### config.mk
export PLATFORM = sky130hd
export DESIGN_NAME = cal_clock
export DESIGN_NICKNAME = d
export VERILOG_FILES = /design/src/rtl/calclk_pkg.sv /design/src/rtl/cal_ctrl.sv /design/src/rtl/cal_datapath.sv /design/src/rtl/cal_clock.sv
export SDC_FILE = /design/constraint.sdc
export NUM_CORES = 1
export LEC_CHECK = 0
export BUFFER_PORTS_ARGS = -buffer_cell sky130_fd_sc_hd__buf_2
export CAP_MARGIN = 20
export CORE_MARGIN = 4
export CORE_UTILIZATION = 40
export DETAILED_ROUTE_END_ITERATION = 8
export PLACE_DENSITY_LB_ADDON = 0.3
export REMOVE_ABC_BUFFERS = 1
export SLEW_MARGIN = 20
export SYNTH_ARGS = -nofsm -noshare
export SYNTH_HDL_FRONTEND = slang
export SYNTH_HIERARCHICAL = 1
export SYNTH_SLANG_ARGS = --single-unit
### constraint.sdc
create_clock -name clk -period 11 [get_ports clk]
set_input_delay 0.55 -clock clk [delete_from_list [all_inputs] [get_ports clk]]
set_output_delay 0.55 -clock clk [all_outputs]
set_load 0.03 [all_outputs]
### src/rtl/calclk_pkg.sv
package calclk_pkg;

  localparam int NUM_FIELDS = 8;
  localparam int FIELD_W    = 8;

  localparam int FLD_SEC  = 0;
  localparam int FLD_MIN  = 1;
  localparam int FLD_HOUR = 2;
  localparam int FLD_DOW  = 3;
  localparam int FLD_DOM  = 4;
  localparam int FLD_MON  = 5;
  localparam int FLD_YEAR = 6;
  localparam int FLD_CENT = 7;

  typedef struct packed {
    logic roll;   // advance the calendar on this edge
    logic load;   // field write on this edge
  } ctrlStrobes_t;

  // stored byte -> binary value
  function automatic logic [6:0] decodeVal(input logic [7:0] raw, input logic binMode);
    if (binMode) return raw[6:0];
    return 7'(raw[7:4]) * 7'd10 + 7'(raw[3:0]);
  endfunction

  // binary value -> stored byte
  function automatic logic [7:0] encodeVal(input logic [6:0] val, input logic binMode);
    if (binMode) return {1'b0, val};
    return {4'(val / 7'd10), 4'(val % 7'd10)};
  endfunction

  function automatic logic [6:0] monthLen(input logic [6:0] month, input logic [1:0] yearLow);
    case (month)
      7'd2:                     return (yearLow == 2'b00) ? 7'd29 : 7'd28;
      7'd4, 7'd6, 7'd9, 7'd11:  return 7'd30;
      default:                  return 7'd31;
    endcase
  endfunction

  function automatic logic [7:0] resetVal(input int idx);
    if (idx == FLD_DOW || idx == FLD_DOM || idx == FLD_MON) return 8'd1;
    return 8'd0;
  endfunction

endpackage

### src/rtl/cal_ctrl.sv
module cal_ctrl
  import calclk_pkg::*;
#(
  parameter int TICKS_PER_SEC = 32768,
  parameter int UIP_TICKS     = 8
) (
  input  logic         clk,
  input  logic         rstN,
  input  logic         tick,
  input  logic         setMode,
  input  logic [2:0]   divCtl,
  input  logic         wrEn,
  output ctrlStrobes_t strb,
  output logic         uip,
  output logic         updEnd
);

  localparam int CW = (TICKS_PER_SEC > 2) ? $clog2(TICKS_PER_SEC) : 1;
  localparam logic [CW-1:0] LAST_C  = CW'(TICKS_PER_SEC - 1);
  localparam logic [CW-1:0] HALF_C  = CW'(TICKS_PER_SEC / 2);
  localparam logic [CW-1:0] UIP_C   = CW'(TICKS_PER_SEC - UIP_TICKS);

  logic [CW-1:0] preCnt;
  logic          divReset;
  logic          divRun;
  logic          running;
  logic          atLast;

  assign divReset = (divCtl[2:1] == 2'b11);
  assign divRun   = (divCtl <= 3'd2);
  assign running  = divRun && !setMode;
  assign atLast   = (preCnt == LAST_C);

  always_ff @(posedge clk) begin
    if (!rstN) begin
      preCnt <= '0;
    end else if (divReset) begin
      preCnt <= HALF_C;
    end else if (divRun && tick) begin
      preCnt <= atLast ? '0 : preCnt + 1'b1;
    end
  end

  always_comb begin
    strb.roll = running && tick && atLast && !wrEn;
    strb.load = wrEn;
  end

  always_ff @(posedge clk) begin
    if (!rstN) updEnd <= 1'b0;
    else       updEnd <= strb.roll;
  end

  assign uip = running && (preCnt >= UIP_C);

endmodule

### src/rtl/cal_datapath.sv
module cal_datapath
  import calclk_pkg::*;
(
  input  logic               clk,
  input  logic               rstN,
  input  ctrlStrobes_t       strb,
  input  logic               binMode,
  input  logic               hour24,
  input  logic [2:0]         wrSel,
  input  logic [FIELD_W-1:0] wrData,
  output logic [FIELD_W-1:0] fldOut [NUM_FIELDS]
);

  logic [FIELD_W-1:0] fld [NUM_FIELDS];
  logic [FIELD_W-1:0] nxt [NUM_FIELDS];

  logic [6:0] curSec, curMin, curHour, curDow, curDom, curMon, curYear, curCent;
  logic [6:0] hourBase;
  logic [6:0] newSec, newMin, newHour, newDow, newDom, newMon, newYear, newCent;
  logic [6:0] hour12;
  logic [7:0] hourEnc;
  logic       cSec, cMin, cHour, cDom, cMon, cYear;

  // decode current values
  always_comb begin
    curSec   = decodeVal(fld[FLD_SEC], binMode);
    curMin   = decodeVal(fld[FLD_MIN], binMode);
    hourBase = decodeVal({1'b0, fld[FLD_HOUR][6:0]}, binMode);
    if (hour24) curHour = hourBase;
    else        curHour = (hourBase % 7'd12) + (fld[FLD_HOUR][7] ? 7'd12 : 7'd0);
    curDow   = decodeVal(fld[FLD_DOW], binMode);
    curDom   = decodeVal(fld[FLD_DOM], binMode);
    curMon   = decodeVal(fld[FLD_MON], binMode);
    curYear  = decodeVal(fld[FLD_YEAR], binMode);
    curCent  = decodeVal(fld[FLD_CENT], binMode);
  end

  // ripple carry through all fields
  always_comb begin
    cSec    = (curSec >= 7'd59);
    newSec  = cSec ? 7'd0 : curSec + 7'd1;
    cMin    = cSec && (curMin >= 7'd59);
    newMin  = cSec ? (cMin ? 7'd0 : curMin + 7'd1) : curMin;
    cHour   = cMin && (curHour >= 7'd23);
    newHour = cMin ? (cHour ? 7'd0 : curHour + 7'd1) : curHour;
    newDow  = cHour ? ((curDow >= 7'd7) ? 7'd1 : curDow + 7'd1) : curDow;
    cDom    = cHour && (curDom >= monthLen(curMon, curYear[1:0]));
    newDom  = cHour ? (cDom ? 7'd1 : curDom + 7'd1) : curDom;
    cMon    = cDom && (curMon >= 7'd12);
    newMon  = cDom ? (cMon ? 7'd1 : curMon + 7'd1) : curMon;
    cYear   = cMon && (curYear >= 7'd99);
    newYear = cMon ? (cYear ? 7'd0 : curYear + 7'd1) : curYear;
    newCent = cYear ? ((curCent >= 7'd99) ? 7'd0 : curCent + 7'd1) : curCent;
  end

  // encode next values
  always_comb begin
    hour12 = ((newHour % 7'd12) == 7'd0) ? 7'd12 : (newHour % 7'd12);
    if (hour24) begin
      hourEnc = encodeVal(newHour, binMode);
    end else begin
      hourEnc = encodeVal(hour12, binMode);
      hourEnc[7] = (newHour >= 7'd12);
    end
    nxt[FLD_SEC]  = encodeVal(newSec, binMode);
    nxt[FLD_MIN]  = encodeVal(newMin, binMode);
    nxt[FLD_HOUR] = hourEnc;
    nxt[FLD_DOW]  = encodeVal(newDow, binMode);
    nxt[FLD_DOM]  = encodeVal(newDom, binMode);
    nxt[FLD_MON]  = encodeVal(newMon, binMode);
    nxt[FLD_YEAR] = encodeVal(newYear, binMode);
    nxt[FLD_CENT] = encodeVal(newCent, binMode);
  end

  for (genvar i = 0; i < NUM_FIELDS; i++) begin : g_fld
    always_ff @(posedge clk) begin
      if (!rstN) begin
        fld[i] <= resetVal(i);
      end else if (strb.load && (int'(wrSel) == i)) begin
        fld[i] <= wrData;
      end else if (strb.roll) begin
        fld[i] <= nxt[i];
      end
    end
    assign fldOut[i] = fld[i];
  end

endmodule

### src/rtl/cal_clock.sv
module cal_clock
  import calclk_pkg::*;
#(
  parameter int TICKS_PER_SEC = 32768,
  parameter int UIP_TICKS     = 8
) (
  input  logic       clk,
  input  logic       rstN,
  input  logic       tick,
  input  logic       setMode,
  input  logic [2:0] divCtl,
  input  logic       binMode,
  input  logic       hour24,
  input  logic       wrEn,
  input  logic [2:0] wrSel,
  input  logic [7:0] wrData,
  output logic [7:0] secOut,
  output logic [7:0] minOut,
  output logic [7:0] hourOut,
  output logic [7:0] dowOut,
  output logic [7:0] domOut,
  output logic [7:0] monOut,
  output logic [7:0] yearOut,
  output logic [7:0] centOut,
  output logic       uip,
  output logic       updEnd
);

  ctrlStrobes_t       strb;
  logic [FIELD_W-1:0] fields [NUM_FIELDS];

  cal_ctrl #(
    .TICKS_PER_SEC(TICKS_PER_SEC),
    .UIP_TICKS    (UIP_TICKS)
  ) u_ctrl (
    .clk    (clk),
    .rstN   (rstN),
    .tick   (tick),
    .setMode(setMode),
    .divCtl (divCtl),
    .wrEn   (wrEn),
    .strb   (strb),
    .uip    (uip),
    .updEnd (updEnd)
  );

  cal_datapath u_dp (
    .clk    (clk),
    .rstN   (rstN),
    .strb   (strb),
    .binMode(binMode),
    .hour24 (hour24),
    .wrSel  (wrSel),
    .wrData (wrData),
    .fldOut (fields)
  );

  assign secOut  = fields[FLD_SEC];
  assign minOut  = fields[FLD_MIN];
  assign hourOut = fields[FLD_HOUR];
  assign dowOut  = fields[FLD_DOW];
  assign domOut  = fields[FLD_DOM];
  assign monOut  = fields[FLD_MON];
  assign yearOut = fields[FLD_YEAR];
  assign centOut = fields[FLD_CENT];

endmodule

==> results of run 1 <==
-- cell families (layout without fill, tap and decap cells) --
logic type                 count (synthesis)  in the layout  share of synthesized area (%)
DFF                                       80             80                           18.3
adders and majority gates                 97             97                           10.8
muxes                                     40             40                           3.42
AOI/OAI and AO/OA                        549            549                           31.8
xor gates and xnor gates                  59             59                           4.21
buffers and inverters                    137            171                           5.00
and+or+nand+nor                          643            643                           26.5
-- sequential cells by signal, indices dropped and copies added (netlist names) --
name,count
u_dp/fld,64
u_ctrl/preCnt,15
u_ctrl/updEnd,1
-- layout make-up --
cell class	instances	area share [%]
inverters	48	1.38
repair buffers	107	4.46
clock buffers	13	2.30
flip-flops and latches	80	16.9
well taps	390	3.68
multi-input cells	1388	71.1
clock inverters	3	0.198
-- placed cells by master, fill, tap and decap left out, types with 17 or more instances in the layout --
master and instances:
a21oi_1 113, buf_4 22, edfxtp_1 64, nand3_1 52
mux2i_1 25, and2_1 22, a21o_1 17, a211oi_1 17
o21ai_0 111, xor2_1 19, xnor2_1 40, nand2b_1 20
a31oi_1 32, nor3_1 64, o31ai_1 29, nor2_1 137
o211ai_1 26, ha_1 76, buf_2 85, nand2_1 201
nor2b_1 19, inv_1 47
-- where the power goes --
group,internal (uW),leakage (uW),switching [uW]
logic,241,0.00414,440
clock network,197,0.000162,137
registers,338,0.000806,16.3
total,776,0.00511,594
-- through the flow --
| step | worst slack (ns) | cell area, um^2 | instances | utilization, % |
|---|---|---|---|---|
| global placement | 3.11 | 12900 | 2013 | 43.1 |
| CTS | 2.79 | 13200 | 2029 | 44.2 |
| detailed placement | 2.83 | 12900 | 2013 | 43.1 |
| global route | 2.11 | 13200 | 2029 | 44.2 |
| floorplan | 3.12 | 11800 | 1516 | - |
| finish | 2.74 | 13200 | 2029 | 44.2 |
-- layer usage --
layer	up-vias	global-route usage (%)	wire [um]
li1	6184	-	-
met1	6246	31.1	17400
met2	502	37.0	18400
met3	69	3.35	2700
met4	2	6.29	823
met5	-	0	7
-- path summary, 6_finish.rpt --
check / slack (ns) / cells after the start / to / startpoint
min reg2reg: 0.50 / 2 / u_ctrl/preCnt[8]$_SDFFE_PP0P_ / u_ctrl/preCnt[8]$_SDFFE_PP0P_
max reg2reg: 2.74 / 32 / u_dp/fld[1][1]$_SDFFCE_PN0P_ / u_dp/fld[0][20]$_DFFE_PP_
min: 0.39 / 2 / u_ctrl/updEnd$_SDFF_PN0_ / setMode
max: 2.74 / 32 / u_dp/fld[1][1]$_SDFFCE_PN0P_ / u_dp/fld[0][20]$_DFFE_PP_
==> impl_metrics.json, run 1 <==
{
  "status": "completed",
  "die_area_um2": 33500,
  "synth_warnings": 6,
  "fillCellCount": 3001,
  "hp-class": "in -> reg",
  "track_usage_pct": 22.6,
  "htree_levels": 3,
  "insertion_delay_ns": 0.37,
  "cts_resized": 0,
  "tritoncts": "built",
  "start_util_pct": 41.0,
  "synth.cell_area_um2": 12300,
  "finalSetupViolCount": 0,
  "seq_area_um2": 2240,
  "ys_types": 123,
  "clock-root-buffer": "clkbuf_16",
  "multi_input_area_um2": 9410,
  "power_density_nw_per_um2": 103,
  "post_cts_buffers": 0,
  "numCtsBuffers": 9,
  "grt-ovfl-total": 0,
  "ant_nets": 0,
  "dominantRegCellSynth": "edfxtp_1",
  "die_x_um": 183,
  "crit_slowest_cell": "a221oi_2",
  "drc": 0,
  "crit_path_max_fanout": 39,
  "critPathBufInv": 3,
  "clk_pin_slew_worst_paths_ns": 0.07,
  "arrival_ns": 8.36,
  "syn_avg_cell_area_um2": 7.64,
  "place.gp.congestion": 0.927,
  "holdBufCountCts": 0,
  "leakagePower_uw": 0.00511,
  "grt_pass1_wl_um": 62800,
  "clk_path_buf_depth": 2,
  "synth_common_cells": "nand2_1 (201), nor2_1 (137), a21oi_1 (113)",
  "crit_required_ns": 11.10,
  "port_buffers": 86,
  "hold_ws_ns": 0.390,
  "p_total_uw": 1370,
  "first_pass_iters": 6,
  "synthTopCellsByArea": "edfxtp_1 (16%), ha_1 (7.8%), nand2_1 (6.2%)",
  "cp-end-kind": "flip-flop",
  "worstSetupStartpointType": "flip-flop",
  "wire_per_inst_um": 19.4,
  "viasPerCell": 6.41,
  "wirelength_um": 39300,
  "tightest_slew_ns": 1.04,
  "num_rows": 63,
  "nNetsFinal": 1747,
  "drt-initial-drc-count": 1511,
  "diodes": 0,
  "grt_max_degree": 65,
  "path_class": "reg -> reg",
  "drive_gt1_share_pct": 12.1,
  "vias": 13000,
  "num_io_pins": 87,
  "fin_crit_sh_pct": 75.1,
  "core_area_um2": 30000,
  "grt_pass1_vias": 11700,
  "crit_family": "compound AO/OA/AOI/OAI gates",
  "yosys.area.top_type": "edfxtp_1",
  "grt_setup_unrepaired": "false",
  "dp_hpwl_um": 28800,
  "yosys.cell_count.top_type": "nand2_1",
  "slowest_delay_ns": 0.89,
  "slew_viol_final": 0,
  "hold_violations": 0,
  "die_h_um": 183,
  "setup_tns_ns": 0,
  "ir_drop_uv": 67.2,
  "cts_sinks": 80,
  "postSynthCellCount": 1605,
  "synth_top_area_share_pct": 15.7,
  "synth-seq-area-share_pct": 18.3,
  "clock.fmax_ghz": 0.121,
  "yosys_register_bits": 80,
  "synth_edf_count": 64,
  "async_reset_ff_share_pct": 0,
  "drv_cap": 0,
  "synthToLayoutAreaGrowth_pct": 7.98,
  "relSlewSlack_pct": 30.6,
  "antenna_found_initial": 1,
  "period_minus_slack_ns": 8.26,
  "fin_skew_ns": 0.0154
}
Note: power is estimated with default switching activity, not from simulation.
==> inputs of run 2 (changes only) <==
Clock period 11 ns to 6.6 ns, I/O delays scaled along.
==> run 2 against run 1 <==
The flow now finishes with violations (setup timing); utilization increased by 8.2 points; register-to-register slack got worse by 3.1 ns; hold slack got worse by 0.22 ns; routed wire length is 10% higher; worst setup slack worse by 3.1 ns; sequential power up 66%; die area did not move; largest cell class unchanged; highest routed layer is now met4; global-route usage is 1.5 points higher; sequential cell count is the same.
==> impl_metrics.json, run 2 (synthesis results as in run 1) <==
{
  "status": "finished with violations",
  "violations": "setup timing",
  "clk_path_buf_depth": 2,
  "period_minus_slack_ns": 6.92,
  "track_usage_pct": 24.1,
  "first_pass_iters": 6,
  "clock.fmax_ghz": 0.145,
  "drive_gt1_share_pct": 27.7,
  "dp_hpwl_um": 31200,
  "clk_pin_slew_worst_paths_ns": 0.06,
  "hold_violations": 0,
  "fin_skew_ns": 0.0104,
  "arrival_ns": 7.10,
  "numCtsBuffers": 9,
  "die_x_um": 183,
  "start_util_pct": 41.0,
  "layout_common_cells": "buf_4 (203), nand2_1 (195), nor2_1 (134)",
  "largest_register_ffs": 64,
  "tritoncts": "built",
  "grt_setup_unrepaired": "true",
  "path_class": "reg -> reg",
  "port_buffers": 86,
  "power_density_nw_per_um2": 169,
  "placed_area_um2": 14100,
  "nNetsFinal": 1958,
  "reg.largest.list": "u_dp/fld (64), u_ctrl/preCnt (15), u_ctrl/updEnd (1)",
  "min_path_cells": 2,
  "core_area_um2": 30000,
  "die_h_um": 183,
  "pre_cts_ws_ns": -0.301,
  "multi_input_area_um2": 10100,
  "cts_sinks": 80,
  "crit_path_max_fanout": 6,
  "seq_area_um2": 2240,
  "htree_levels": 3,
  "drv_cap": 0,
  "fillCellCount": 2812,
  "largest-register": "u_dp/fld",
  "reg2reg_depth": 31,
  "ant_nets": 0,
  "design_area_um2": 15700,
  "finalSetupViolCount": 17,
  "crit_path_frequent_cell": "buf_6",
  "fin_crit_sh_pct": 105,
  "final_common_cell": "buf_4",
  "leakagePower_uw": 0.00632,
  "worstSetupStartpointType": "flip-flop",
  "cp-end-kind": "flip-flop",
  "wire_per_inst_um": 19.3,
  "relSlewSlack_pct": 27.2,
  "ir_drop_uv": 140,
  "num_rows": 63,
  "synthToLayoutAreaGrowth_pct": 27.9,
  "hp-class": "in -> reg",
  "p_total_uw": 2650,
  "wirelength_um": 43300,
  "grt_pass1_vias": 12800,
  "diodes": 0,
  "setup_tns_ns": -2.45,
  "viasPerCell": 6.25,
  "insertion_delay_ns": 0.36,
  "dp.cells": 2169,
  "grt_pass1_wl_um": 67000,
  "grt_max_degree": 87,
  "drt-initial-drc-count": 1458,
  "place.gp.congestion": 0.955,
  "clock-root-buffer": "clkbuf_16",
  "num_io_pins": 87,
  "vias": 14000,
  "grt-ovfl-total": 0,
  "die_area_um2": 33500,
  "crit_slowest_cell": "or4b_4",
  "setup_slack_ns": -0.317,
  "crit_required_ns": 6.79,
  "tightest_slew_ns": 1.08,
  "slowest_delay_ns": 0.48,
  "drc": 0,
  "slew_viol_final": 0,
  "antenna_found_initial": 0,
  "final_cells": 2240
}
==> run 2: cell types whose count changed in the layout (fill, tap and decap cells not counted), sizes merged <==
cell	change
buf	+208
clkbuf	+1
clkinv	+3
inv	-2
or2	+1
==> run 2: report_power, final <==
| group | internal, uW | switching, uW | leakage [uW] | total [uW] |
|---|---|---|---|---|
| registers | 564 | 25.7 | 0.000806 | 590 |
| logic | 665 | 867 | 0.00536 | 1530 |
| clock network | 303 | 221 | 0.000153 | 524 |
==> run 2: final timing paths <==
check	start	end	slack [ns]
worst max-delay path	u_dp/fld[0][20]$_DFFE_PP_	u_dp/fld[1][17]$_DFFE_PP_	-0.32
worst min-delay path	setMode	u_ctrl/updEnd$_SDFF_PN0_	0.17
worst max register to register	u_dp/fld[0][20]$_DFFE_PP_	u_dp/fld[1][17]$_DFFE_PP_	-0.32
worst min register to register	u_ctrl/preCnt[1]$_SDFFE_PP0P_	u_ctrl/preCnt[1]$_SDFFE_PP0P_	0.50
==> run 2: per-layer routing <==
metal / wire [um] / track usage [%] / vias to the layer above
met1: 18600 / 32.7 / 6681
met3: 2890 / 2.90 / 82
met5: 0 / 0 / -
li1: - / - / 6601
met4: 1260 / 7.45 / 0
met2: 20500 / 40.3 / 642
==> run 2: per-stage QoR <==
step / hold WS (ns) / utilization [%]
final: 0.169 / 52.4
after global routing: 0.177 / 52.4
after CTS: 0.159 / 49.3
after detailed placement: 0.493 / 47.1
after global placement: 0.462 / 47.1
after floorplan: 0.406 / -
==> run 2: timing repair <==
item | CTS | global route
pin swaps | 37 | 61
setup buffers | 18 | 35
gates resized for setup | 52 | 124
hold buffers | 0 | 0
setup endpoints to repair | 20 | 25
cloned | 0 | 3
==> run 2: final cells by class <==
class	count	area share [%]
sequential	80	14.3
tap	390	3.11
clock buffer	12	1.78
timing repair buffer	317	14.9
inverter	48	1.16
clock inverter	4	0.223
multi-input combinational	1389	64.6
==> run 2: critical path, delay by kind of cell (launching register included) <==
| kind | cells | cell delay, ns |
|---|---|---|
| AOI/OAI and AO/OA | 11 | 2.17 |
| and+or+nand+nor | 9 | 1.85 |
| adders and majority gates | 5 | 1.34 |
| buffers and inverters | 5 | 0.61 |
| DFF | 1 | 0.41 |
| muxes | 1 | 0.31 |
